**src/rtl/sirq_pkg.sv**
```systemverilog
package sirq_pkg;

    localparam int CH_NUM  = 2;
    localparam int VEC_W   = 8;
    localparam int CMD_W   = 3;
    localparam int PEND_W  = 3 * CH_NUM;

    localparam logic [CMD_W-1:0] CMD_RST_TX  = 3'b101;
    localparam logic [CMD_W-1:0] CMD_RST_IUS = 3'b111;

    typedef enum logic [1:0] {
        SVC_IDLE,
        SVC_RX,
        SVC_TX,
        SVC_RXTX
    } svc_t;

    typedef enum logic [1:0] {
        VK_NONE,
        VK_RX,
        VK_TX
    } vkind_t;

    typedef struct packed {
        logic rxp;
        logic txp;
        svc_t svc;
        logic prx;
        logic ptx;
    } chan_st_t;

    typedef struct packed {
        chan_st_t st;
        logic     vwr;
        vkind_t   vk;
    } chan_step_t;

    function automatic chan_step_t f_set_rx(chan_step_t s);
        chan_step_t r;
        r = s;
        r.st.rxp = 1'b1;
        r.st.prx = 1'b1;
        r.vwr    = 1'b1;
        r.vk     = VK_RX;
        unique case (s.st.svc)
            SVC_TX, SVC_RXTX: r.st.svc = SVC_RXTX;
            default:          r.st.svc = SVC_RX;
        endcase
        return r;
    endfunction

    function automatic chan_step_t f_set_tx(chan_step_t s, logic en);
        chan_step_t r;
        r = s;
        r.st.txp = 1'b1;
        unique case (s.st.svc)
            SVC_IDLE, SVC_TX: begin
                r.st.svc = SVC_TX;
                if (en) r.st.ptx = 1'b1;
                r.vwr = 1'b1;
                r.vk  = VK_TX;
            end
            default: ;
        endcase
        return r;
    endfunction

    function automatic chan_step_t f_clr_rx(chan_step_t s, logic en);
        chan_step_t r;
        r = s;
        r.st.rxp = 1'b0;
        r.st.prx = 1'b0;
        r.vwr    = 1'b1;
        r.vk     = VK_NONE;
        unique case (s.st.svc)
            SVC_RX:   r.st.svc = SVC_IDLE;
            SVC_RXTX: r.st.svc = SVC_TX;
            default:  ;
        endcase
        if (r.st.txp) r = f_set_tx(r, en);
        return r;
    endfunction

    function automatic chan_step_t f_clr_tx(chan_step_t s);
        chan_step_t r;
        r = s;
        r.st.txp = 1'b0;
        r.st.ptx = 1'b0;
        r.vwr    = 1'b1;
        r.vk     = VK_NONE;
        unique case (s.st.svc)
            SVC_TX:   r.st.svc = SVC_IDLE;
            SVC_RXTX: r.st.svc = SVC_RX;
            default:  ;
        endcase
        if (r.st.rxp) r = f_set_rx(r);
        return r;
    endfunction

    function automatic chan_step_t f_clr_ius(chan_step_t s, logic en);
        chan_step_t r;
        r = s;
        unique case (s.st.svc)
            SVC_RX: begin
                r.st.svc = SVC_IDLE;
                if (r.st.txp) r = f_set_tx(r, en);
            end
            SVC_RXTX: begin
                r.st.svc = SVC_TX;
                if (r.st.txp) r = f_set_tx(r, en);
            end
            SVC_TX:   r.st.svc = SVC_IDLE;
            default:  ;
        endcase
        return r;
    endfunction

    function automatic logic [VEC_W-1:0] vec_code(vkind_t k, logic is_b, logic hi);
        logic [VEC_W-1:0] v;
        unique case (k)
            VK_RX:   v = is_b ? (hi ? 8'h20 : 8'h04) : (hi ? 8'h30 : 8'h0C);
            VK_TX:   v = is_b ? 8'h00 : (hi ? 8'h10 : 8'h08);
            default: v = hi ? 8'h60 : 8'h06;
        endcase
        return v;
    endfunction

endpackage

```
**src/rtl/sirq_host_dec.sv**
```systemverilog
module sirq_host_dec
    import sirq_pkg::*;
(
    input  logic              host_wr,
    input  logic              host_rd,
    input  logic              host_chan,
    input  logic              host_data_sel,
    input  logic [CMD_W-1:0]  host_cmd,
    output logic [CH_NUM-1:0] ev_dwr,
    output logic [CH_NUM-1:0] ev_drd,
    output logic [CH_NUM-1:0] ev_rst_tx,
    output logic [CH_NUM-1:0] ev_rst_ius
);

    for (genvar c = 0; c < CH_NUM; c++) begin : g_ch
        logic sel;
        assign sel           = (int'(host_chan) == c);
        assign ev_dwr[c]     = sel & host_wr & host_data_sel;
        assign ev_drd[c]     = sel & host_rd & ~host_wr & host_data_sel;
        assign ev_rst_tx[c]  = sel & host_wr & ~host_data_sel & (host_cmd == CMD_RST_TX);
        assign ev_rst_ius[c] = sel & host_wr & ~host_data_sel & (host_cmd == CMD_RST_IUS);
    end

endmodule

```
**src/rtl/sirq_chan.sv**
```systemverilog
module sirq_chan
    import sirq_pkg::*;
(
    input  logic       clk,
    input  logic       rst_n,
    input  logic       ev_dwr,
    input  logic       ev_drd,
    input  logic       ev_rst_tx,
    input  logic       ev_rst_ius,
    input  logic       ev_rx,
    input  logic       tx_en,
    input  logic [1:0] rx_mode,
    input  logic       brk_req,
    output logic       req_next,
    output logic       pend_rx,
    output logic       pend_tx,
    output logic       vec_wr,
    output vkind_t     vec_kind
);

    chan_st_t   cur_q;
    chan_step_t nxt;
    logic       rx_en;

    // state register
    always_ff @(posedge clk or negedge rst_n) begin
        if (!rst_n) cur_q <= '0;
        else        cur_q <= nxt.st;
    end

    // next state: host access first, byte arrival second
    always_comb begin
        nxt.st  = cur_q;
        nxt.vwr = 1'b0;
        nxt.vk  = VK_NONE;
        if (ev_dwr)          nxt = f_set_tx(nxt, tx_en);
        else if (ev_drd)     nxt = f_clr_rx(nxt, tx_en);
        else if (ev_rst_tx)  nxt = f_clr_tx(nxt);
        else if (ev_rst_ius) nxt = f_clr_ius(nxt, tx_en);
        if (ev_rx)           nxt = f_set_rx(nxt);
    end

    // outputs
    assign rx_en    = (rx_mode == 2'b01) || (rx_mode == 2'b10);
    assign req_next = (tx_en & nxt.st.txp) | (rx_en & nxt.st.rxp) | brk_req;
    assign pend_rx  = cur_q.prx;
    assign pend_tx  = cur_q.ptx;
    assign vec_wr   = nxt.vwr;
    assign vec_kind = nxt.vk;

endmodule

```
**src/rtl/sirq_out.sv**
```systemverilog
module sirq_out
    import sirq_pkg::*;
(
    input  logic              clk,
    input  logic              rst_n,
    input  logic              status_hi,
    input  logic [CH_NUM-1:0] vec_wr,
    input  vkind_t            vec_kind [CH_NUM],
    input  logic [CH_NUM-1:0] req_next,
    input  logic [CH_NUM-1:0] brk_req,
    output logic              irq_q,
    output logic [CH_NUM-1:0] ext_q,
    output logic [VEC_W-1:0]  vec_q
);

    logic [VEC_W-1:0] vec_d;

    // lower channel index is applied last and so wins
    always_comb begin
        vec_d = vec_q;
        for (int c = CH_NUM - 1; c >= 0; c--) begin
            if (vec_wr[c]) vec_d = vec_code(vec_kind[c], (c != 0), status_hi);
        end
    end

    always_ff @(posedge clk or negedge rst_n) begin
        if (!rst_n) begin
            irq_q <= 1'b0;
            ext_q <= '0;
            vec_q <= '0;
        end else begin
            irq_q <= |req_next;
            ext_q <= brk_req;
            vec_q <= vec_d;
        end
    end

endmodule

```
**src/rtl/sirq_vector_ctrl.sv**
```systemverilog
module sirq_vector_ctrl
    import sirq_pkg::*;
(
    input  logic                   clk,
    input  logic                   rst_n,
    input  logic                   host_wr,
    input  logic                   host_rd,
    input  logic                   host_chan,
    input  logic                   host_data_sel,
    input  logic [CMD_W-1:0]       host_cmd,
    input  logic [CH_NUM-1:0]      rx_byte_in,
    input  logic                   status_hi,
    input  logic [CH_NUM-1:0]      tx_int_en,
    input  logic [CH_NUM-1:0][1:0] rx_int_mode,
    input  logic [CH_NUM-1:0]      brk_int_en,
    input  logic [CH_NUM-1:0]      brk_seen,
    output logic                   irq_o,
    output logic [PEND_W-1:0]      int_pend_o,
    output logic [VEC_W-1:0]       int_vec_o
);

    logic [CH_NUM-1:0] ev_dwr, ev_drd, ev_rst_tx, ev_rst_ius;
    logic [CH_NUM-1:0] req_next, pend_rx, pend_tx, vec_wr, brk_req, ext_q;
    vkind_t            vec_kind [CH_NUM];

    sirq_host_dec dec_i (
        .host_wr       (host_wr),
        .host_rd       (host_rd),
        .host_chan     (host_chan),
        .host_data_sel (host_data_sel),
        .host_cmd      (host_cmd),
        .ev_dwr        (ev_dwr),
        .ev_drd        (ev_drd),
        .ev_rst_tx     (ev_rst_tx),
        .ev_rst_ius    (ev_rst_ius)
    );

    for (genvar c = 0; c < CH_NUM; c++) begin : g_ch
        assign brk_req[c] = brk_int_en[c] & brk_seen[c];

        sirq_chan chan_i (
            .clk        (clk),
            .rst_n      (rst_n),
            .ev_dwr     (ev_dwr[c]),
            .ev_drd     (ev_drd[c]),
            .ev_rst_tx  (ev_rst_tx[c]),
            .ev_rst_ius (ev_rst_ius[c]),
            .ev_rx      (rx_byte_in[c]),
            .tx_en      (tx_int_en[c]),
            .rx_mode    (rx_int_mode[c]),
            .brk_req    (brk_req[c]),
            .req_next   (req_next[c]),
            .pend_rx    (pend_rx[c]),
            .pend_tx    (pend_tx[c]),
            .vec_wr     (vec_wr[c]),
            .vec_kind   (vec_kind[c])
        );

        assign int_pend_o[3*(CH_NUM-1-c) +: 3] = {pend_rx[c], pend_tx[c], ext_q[c]};
    end

    sirq_out out_i (
        .clk       (clk),
        .rst_n     (rst_n),
        .status_hi (status_hi),
        .vec_wr    (vec_wr),
        .vec_kind  (vec_kind),
        .req_next  (req_next),
        .brk_req   (brk_req),
        .irq_q     (irq_o),
        .ext_q     (ext_q),
        .vec_q     (int_vec_o)
    );

endmodule

```
**config.mk**
```make
export PLATFORM = sky130hd
export DESIGN_NAME = sirq_vector_ctrl
export DESIGN_NICKNAME = d
export VERILOG_FILES = /design/src/rtl/sirq_pkg.sv /design/src/rtl/sirq_host_dec.sv /design/src/rtl/sirq_chan.sv /design/src/rtl/sirq_out.sv /design/src/rtl/sirq_vector_ctrl.sv
export SDC_FILE = /design/constraint.sdc
export NUM_CORES = 1
export LEC_CHECK = 0
export ABC_AREA = 1
export BUFFER_PORTS_ARGS = -buffer_cell sky130_fd_sc_hd__clkbuf_2
export CAP_MARGIN = 30
export CORE_MARGIN = 2
export CORE_UTILIZATION = 50
export CTS_CLUSTER_SIZE = 10
export DETAILED_ROUTE_END_ITERATION = 8
export GPL_TIMING_DRIVEN = 0
export PLACE_DENSITY = 0.78
export SLEW_MARGIN = 5
export SYNTH_ARGS = -nofsm -noshare
export SYNTH_HDL_FRONTEND = slang
export SYNTH_SLANG_ARGS = --single-unit
```
**constraint.sdc**
```tcl
create_clock -name clk -period 1.8 [get_ports clk]
set_clock_uncertainty 0.15 [all_clocks]
set_input_delay 0.18 -clock clk [delete_from_list [all_inputs] [get_ports clk]]
set_output_delay 0.18 -clock clk [all_outputs]
set_load 0.1 [all_outputs]
```
; ---- Word level (Yosys, flattened, before mapping)
; Cells that the tools add are included.
[totals]
register_bits = 23
output_inout_bits = 15
elab_cells = 152
in_bits = 22
[op_classes]
muxes = 60
n_reduce_logical = 22
n_eq_ne = 28
bitwise = 29
[ops]
columns = op, count
row1 = two-way mux 9 bit, 10
row2 = two-way mux 8 bit, 10
row3 = "== test 2 bit, second input constant", 18
row4 = two-way mux 2 bit, 18
row5 = one-hot mux 8 bit (2 select lines), 2
row6 = bitwise AND 1 bit, 22
row7 = one-hot mux 5 bit (2 select lines), 2
row8 = OR reduction 2 bit, 9
row9 = two-way mux 4 bit, 4
row10 = one-hot mux 2 bit (2 select lines), 4
row11 = "== test 2 x 1 -> 1 bit, second input constant", 6
row12 = two-way mux 6 bit, 2
row13 = one-hot mux 2 bit (3 select lines), 2
row14 = nonzero test 3 bit, 4
row15 = zero test 2 bit, 4
row16 = two-way mux 7 bit, 1
row17 = "== test 3 bit, second input constant", 2
row18 = AND reduction 3 bit, 2
row19 = two-way mux 5 bit, 1
row20 = "!= test 2 bit, second input constant", 2
row21 = bitwise OR 1 bit, 4
row22 = one-hot mux 1 bit (2 select lines), 2
row23 = inverter 1 bit, 3
row24 = logical OR 1 bit, 2
row25 = 2 further kinds, 3

; ---- Depth between registers and ports, before layout
[logic_depth]
depth_word = 22
mapped_depth = 15
depth_no_buf = 15

; ---- By module
; Synthesis repeated with hierarchy kept, for this count alone.
[unflattened]
cells_unflattened = 172
hier_area_um2 = 1227.4
[modules_own_cells]
columns = module, area_per_inst_um2, n_inst, cells_each, seq_area_each_um2
row1 = sirq_chan, 339.1, 2, 50, 125.1
row2 = sirq_out, 460.4, 1, 51, 225.2
row3 = sirq_host_dec, 73.8, 1, 17, 0.0
row4 = sirq_vector_ctrl, 15.0, 1, 4, 0.0

; ---- Worst setup path after synthesis
; No wires, ideal clock.
[synth_path]
kind = input-to-reg
start = input host_chan
end = register out_i.vec_q[2]
path_slack_ps = 84
required_time_ps = 1529
stages = 13
path_buffers = 0
t_arrival_ps = 1445
setup_time_ps = 121
path_cell_list = inv_2 nand2_1 nor2_2 nand2_2 o21ai_0 inv_1 ha_1 nand2_1 o21ai_0 nand2_1 nand2_1 nand2_1 nand2_1
[synth_via]
elab_chain_len = 12
word_cells_on_any_way = 36
cone_classes = 4 x eq/ne / 14 x mux / 17 x bitwise / 1 x reduce/logical
[synth_rtl]
columns = item, line_no
row1 = start: declaration, sirq_vector_ctrl.sv:8  ; input logic host_chan,
row2 = bitwise AND 1 bit / inverter 1 bit (equally long branches), --
row3 = bitwise AND 1 bit (on tied branches), "sirq_host_dec.sv:20, sirq_host_dec.sv:21, sirq_host_dec.sv:18"
row4 = bitwise AND 1 bit (on tied branches), "sirq_host_dec.sv:21, sirq_host_dec.sv:20"
row5 = two-way mux 8 bit / bitwise AND 1 bit (equally long branches), "sirq_chan.sv:39, sirq_host_dec.sv:21"
row6 = two-way mux 9 bit / two-way mux 8 bit (equally long branches), "sirq_chan.sv:38, sirq_chan.sv:39"
row7 = two-way mux 9 bit (on tied branches), "sirq_chan.sv:37, sirq_chan.sv:38"
row8 = two-way mux 9 bit (on tied branches), "sirq_chan.sv:36, sirq_chan.sv:37"
row9 = two-way mux 9 bit (on tied branches), "sirq_chan.sv:40, sirq_chan.sv:36"
row10 = "== test 2 bit, or another cell as far along", sirq_pkg.sv:120  ; unique case (k)
row11 = "one-hot mux 8 bit (2 select lines), or another cell as far along", sirq_pkg.sv:120
row12 = two-way mux 8 bit / one-hot mux 8 bit (2 select lines) (equally long branches), "sirq_out.sv:22, sirq_pkg.sv:120"
row13 = two-way mux 8 bit, sirq_out.sv:22  ; if (vec_wr[c]) vec_d = vec_code(vec_kind[c], (c != 0), status_hi);
row14 = end signal: assignment, sirq_out.sv:34  ; vec_q <= vec_d;
row15 = end: declaration, sirq_out.sv:13  ; output logic [VEC_W-1:0] vec_q
; Parallel ways exist; a longest one is shown, timed or not. The select of a mux whose other input is x is not followed.
; A chain may end at the register's enable or synchronous reset.

; ---- Worst setup path in the final report
[layout_path]
start = register g_ch[1].chan_i.cur_q[2] (netlist name)
end = register out_i.vec_q[2]
[layout_via]
elab_chain_len = 15
word_cells_on_any_way = 26
cone_classes = 6 x eq/ne / 15 x mux / 5 x reduce/logical
[layout_rtl]
columns = item, line_no
row1 = start: declaration, sirq_chan.sv:21  ; chan_st_t cur_q;
row2 = start signal: assignment, sirq_chan.sv:28  ; else cur_q <= nxt.st;
row3 = == test 2 bit / == test 2 x 1 -> 1 bit (equally long branches), "sirq_pkg.sv:75, sirq_pkg.sv:103"
row4 = one-hot mux 2 bit (2 select lines), sirq_pkg.sv:75  ; unique case (s.st.svc)
row5 = two-way mux 2 bit, sirq_chan.sv:37  ; else if (ev_drd) nxt = f_clr_rx(nxt, tx_en);
row6 = two-way mux 2 bit, sirq_chan.sv:36  ; if (ev_dwr) nxt = f_set_tx(nxt, tx_en);
row7 = == test 2 bit / zero test 2 bit (equally long branches), sirq_pkg.sv:56  ; unique case (s.st.svc)
row8 = OR reduction 2 bit, sirq_pkg.sv:56
row9 = two-way mux 4 bit, sirq_pkg.sv:56
row10 = two-way mux 8 bit, sirq_pkg.sv:80  ; if (r.st.txp) r = f_set_tx(r, en);
row11 = two-way mux 9 bit, sirq_chan.sv:37
row12 = two-way mux 9 bit *, sirq_chan.sv:36
row13 = two-way mux 9 bit *, sirq_chan.sv:40  ; if (ev_rx) nxt = f_set_rx(nxt);
row14 = == test 2 bit / == test 2 x 1 -> 1 bit (equally long branches), sirq_pkg.sv:120
row15 = one-hot mux 8 bit (2 select lines), sirq_pkg.sv:120
row16 = two-way mux 8 bit (2 in series), sirq_out.sv:22
; Mark *: on every way between the ends. The rest lies on a longest branch, timed or not. The select of a mux whose other input is x is not followed.

==> impl_metrics.yaml <==
run_status:
  outcome: "finished, final reports clean"
flow_run:
  maxCapViolCount: 0
yosys:
  synth_edf_count: 0
  ys.flop_type: "dfrtp_1"
  synth.area.top_cells: "dfrtp_1 (37%), nand2_1 (14%), inv_1 (8.8%)"
  synth_area_per_cell_um2: 7.11
  synthSimpleGateAreaFrac_pct: 33.7
  synth_top_area_cell: "dfrtp_1"
  synth_cells: 180
  yosysTopAreaCellShare_pct: 37.1
  synth.area.mux_share_pct: 0
  ys_ff_latch: 19
  yosysUniqueCellTypes: 27
  synthArstFlopShare_pct: 100
  ys_warn_count: 0
  synth_seq_area_share_pct: 37.1
  synth_top_family_by_area: "simple AND/OR/NAND/NOR gates"
  yosysMostFrequentCell: "nand2_1"
  syn_area_um2: 1280
  synth_compound_area_share_pct: 10.2
  synthAdderAreaFrac_pct: 2.93
  synth_common_cells: "nand2_1 (47), inv_1 (30), nand3_1 (22), dfrtp_1 (19), a21oi_1 (9)"
  synth_xor_area_share_pct: 1.37
worst_setup_path:
  cp_max_fo: 3
  arrival_ps: 1860
  critical_path_class: "reg2reg"
  crit_required_ps: 1880
  start_kind: "flop"
  cp_slowest_cell: "dfrtp_1"
  cpMostUsedCell: "nand2_1"
  slowest_delay_ps: 380
  crit_chain: "nand2_1 -> nand3b_1 -> nand2_1 -> o2111ai_2 -> ha_4 -> inv_2 -> a21oi_1 -> nand3_1 -> nand2_1 -> nand2_1 -> nand2_1"
  end_kind: "flop"
global_route:
  grt_max_degree: 20
  grt_pass1_wl_um: 4370
  antenna_found_initial: 0
  first_global_vias: 1035
  grt-ovfl-total: 0
  grtUsageTotal_pct: 20.3
drt:
  routed_wl_um: 2730
  num_vias: 1260
  dr.pass1.iters: 4
  ant_nets: 0
  drt_iter0_markers: 23
  drc: 0
  viasPerCell: 4.88
  post_drt_wl_per_cell_um: 10.6
cts:
  cts_tree: "yes"
  cts_buffers: 3
  clock_latency_ps: 300
  cts_sinks: 19
  clock_path_buffers: 2
  clk_pin_slew_ps: 110
  htree_levels: 1
  cts_root_buf: "clkbuf_4"
die:
  die_x_um: 54.6
  fp.coreArea_um2: 2450
  io_pins: 37
  dieArea_um2: 2980
  chipHeight_um: 54.6
  initial_core_util_pct: 52.1
  fp-row-count: 18
layout:
  area_growth_pct: 28.0
  fin_util_pct: 66.7
  drive_above_1_share_pct: 29.8
  antenna_cells: 0
  final_nets: 254
timing:
  fmax_mhz: 561
  setup_viol: 0
  rsz0062_at_grt: "true"
  period_share_pct: 99.0
  final_max_slew_viol_count: 0
  finalCriticalPeriod_ps: 1780
  slew_headroom_pct: 63.7
  tightest_slew_ps: 547
  hold_viol_final: 0
  finalSetupTns_ps: 0
placement:
  gp_congestion: 0.835
  hpwlAfterDp_um: 2000
  numPortBuffers: 34
worst_hold_path:
  min_path_type: "in2reg"
pwr:
  p_leak_nw: 0.957
  irDropWorstVdd_mv: 0.607
  powerDensity_nw_per_um2: 723
==> final timing paths <==
check                                         from                       to  slack, ps  cells past startpoint
min reg2reg                g_ch[1].chan_i.cur_q[5]  g_ch[1].chan_i.cur_q[5]        360                      2
max                        g_ch[1].chan_i.cur_q[2]           out_i.vec_q[2]         20                     11
min in group asynchronous                    rst_n   g_ch[1].chan_i.pend_tx        210                      2
min                                   tx_int_en[0]   g_ch[0].chan_i.pend_tx         10                      3
max reg2reg                g_ch[1].chan_i.cur_q[2]           out_i.vec_q[2]         20                     11
max in group asynchronous                    rst_n           out_i.vec_q[4]        940                      2
==> cell usage in the layout, fill, tap and decap left out, types with 2 or more instances in the layout <==
cell | Yosys | routed
a21oi_1 | 9 | 8
buf_4 | 6 | 9
clkbuf_2 | 0 | 34
clkbuf_4 | 0 | 3
conb_1 | 1 | 2
dfrtp_1 | 19 | 19
dlygate4sd3_1 | 0 | 6
ha_4 | 0 | 2
inv_1 | 30 | 29
inv_2 | 4 | 5
nand2_1 | 47 | 47
nand2_4 | 3 | 3
nand3_1 | 22 | 22
nand3_2 | 3 | 3
nand4_1 | 4 | 4
nor2_1 | 8 | 7
nor2_2 | 2 | 3
o211ai_1 | 2 | 2
o21ai_0 | 5 | 3
o21ai_1 | 1 | 3
xor2_1 | 2 | 2
==> power breakdown <==
part | internal, mW | switching (mW)
registers | 0.461 | 0.0173
clock network | 0.0861 | 0.129
logic | 0.123 | 0.368
==> per-stage QoR <==
step | total power, mW | instances | area [µm²] | worst slack (ps) | hold WS, ps
4_1_cts | 1.18 | 255 | 1580 | -14.0 | 1.17
3_3_place_gp | 0.946 | 245 | 1490 | -219 | 15.7
2_1_floorplan | 0.854 | 181 | 1280 | 84.4 | -266
6_report | 1.18 | 258 | 1640 | 18.5 | 12.3
3_5_place_dp | 0.949 | 245 | 1490 | -210 | 20.3
5_1_grt | 1.26 | 258 | 1640 | -85.6 | 10.5
==> cell type report <==
cell class | instances | area, µm²
fillers | 227 | 817
multi-input cells | 120 | 662
flip-flops and latches | 19 | 475
repair buffers | 43 | 253
inverters | 35 | 134
plain buffers | 7 | 50.0
well taps | 30 | 37.5
clock buffers | 4 | 26.3
==> repair_timing <==
action,in CTS,in global routing
cloned,0,0
endpoints found under the hold margin,22,1
pin swaps,8,5
buffers inserted,1,2
resized for setup,1,7
setup endpoints to repair,2,4
hold buffers,5,1
==> registers in the layout, indices dropped and copies added, names as in the netlist <==
name / flops
out_i.vec_q: 6
g_ch.chan_i.pend_tx: 2
out_i.irq_q: 1
g_ch.chan_i.pend_rx: 2
g_ch.chan_i.cur_q: 6
out_i.ext_q: 2
==> critical path, delay by kind of cell (launching register included) <==
family | cells | cell delay, ps
AND/OR/NAND/NOR | 7 | 590
flip-flops | 1 | 380
adder cells (fa/ha/maj) | 1 | 310
AO/OA/AOI/OAI | 2 | 250
buffers and inverters | 1 | 40
==> logic make-up after synthesis <==
| family | count (synthesis) |
|---|---|
| AND/OR/NAND/NOR | 91 |
| buffers and inverters | 42 |
| AO/OA/AOI/OAI | 22 |
| flip-flops | 19 |
| adder cells (fa/ha/maj) | 3 |
| XOR/XNOR | 2 |
| other | 1 |
==> routing by layer <==
| metal | routed length, µm | global-route usage (%) | part of all wire (%) |
|---|---|---|---|
| met4 | 24 | 5.00 | 0.88 |
| met1 | 1290 | 28.3 | 47 |
| met2 | 1280 | 33.3 | 47 |
| met3 | 136 | 2.46 | 5.0 |
| met5 | 0 | 0 | 0 |
Note: power is estimated with default switching activity, not from simulation.
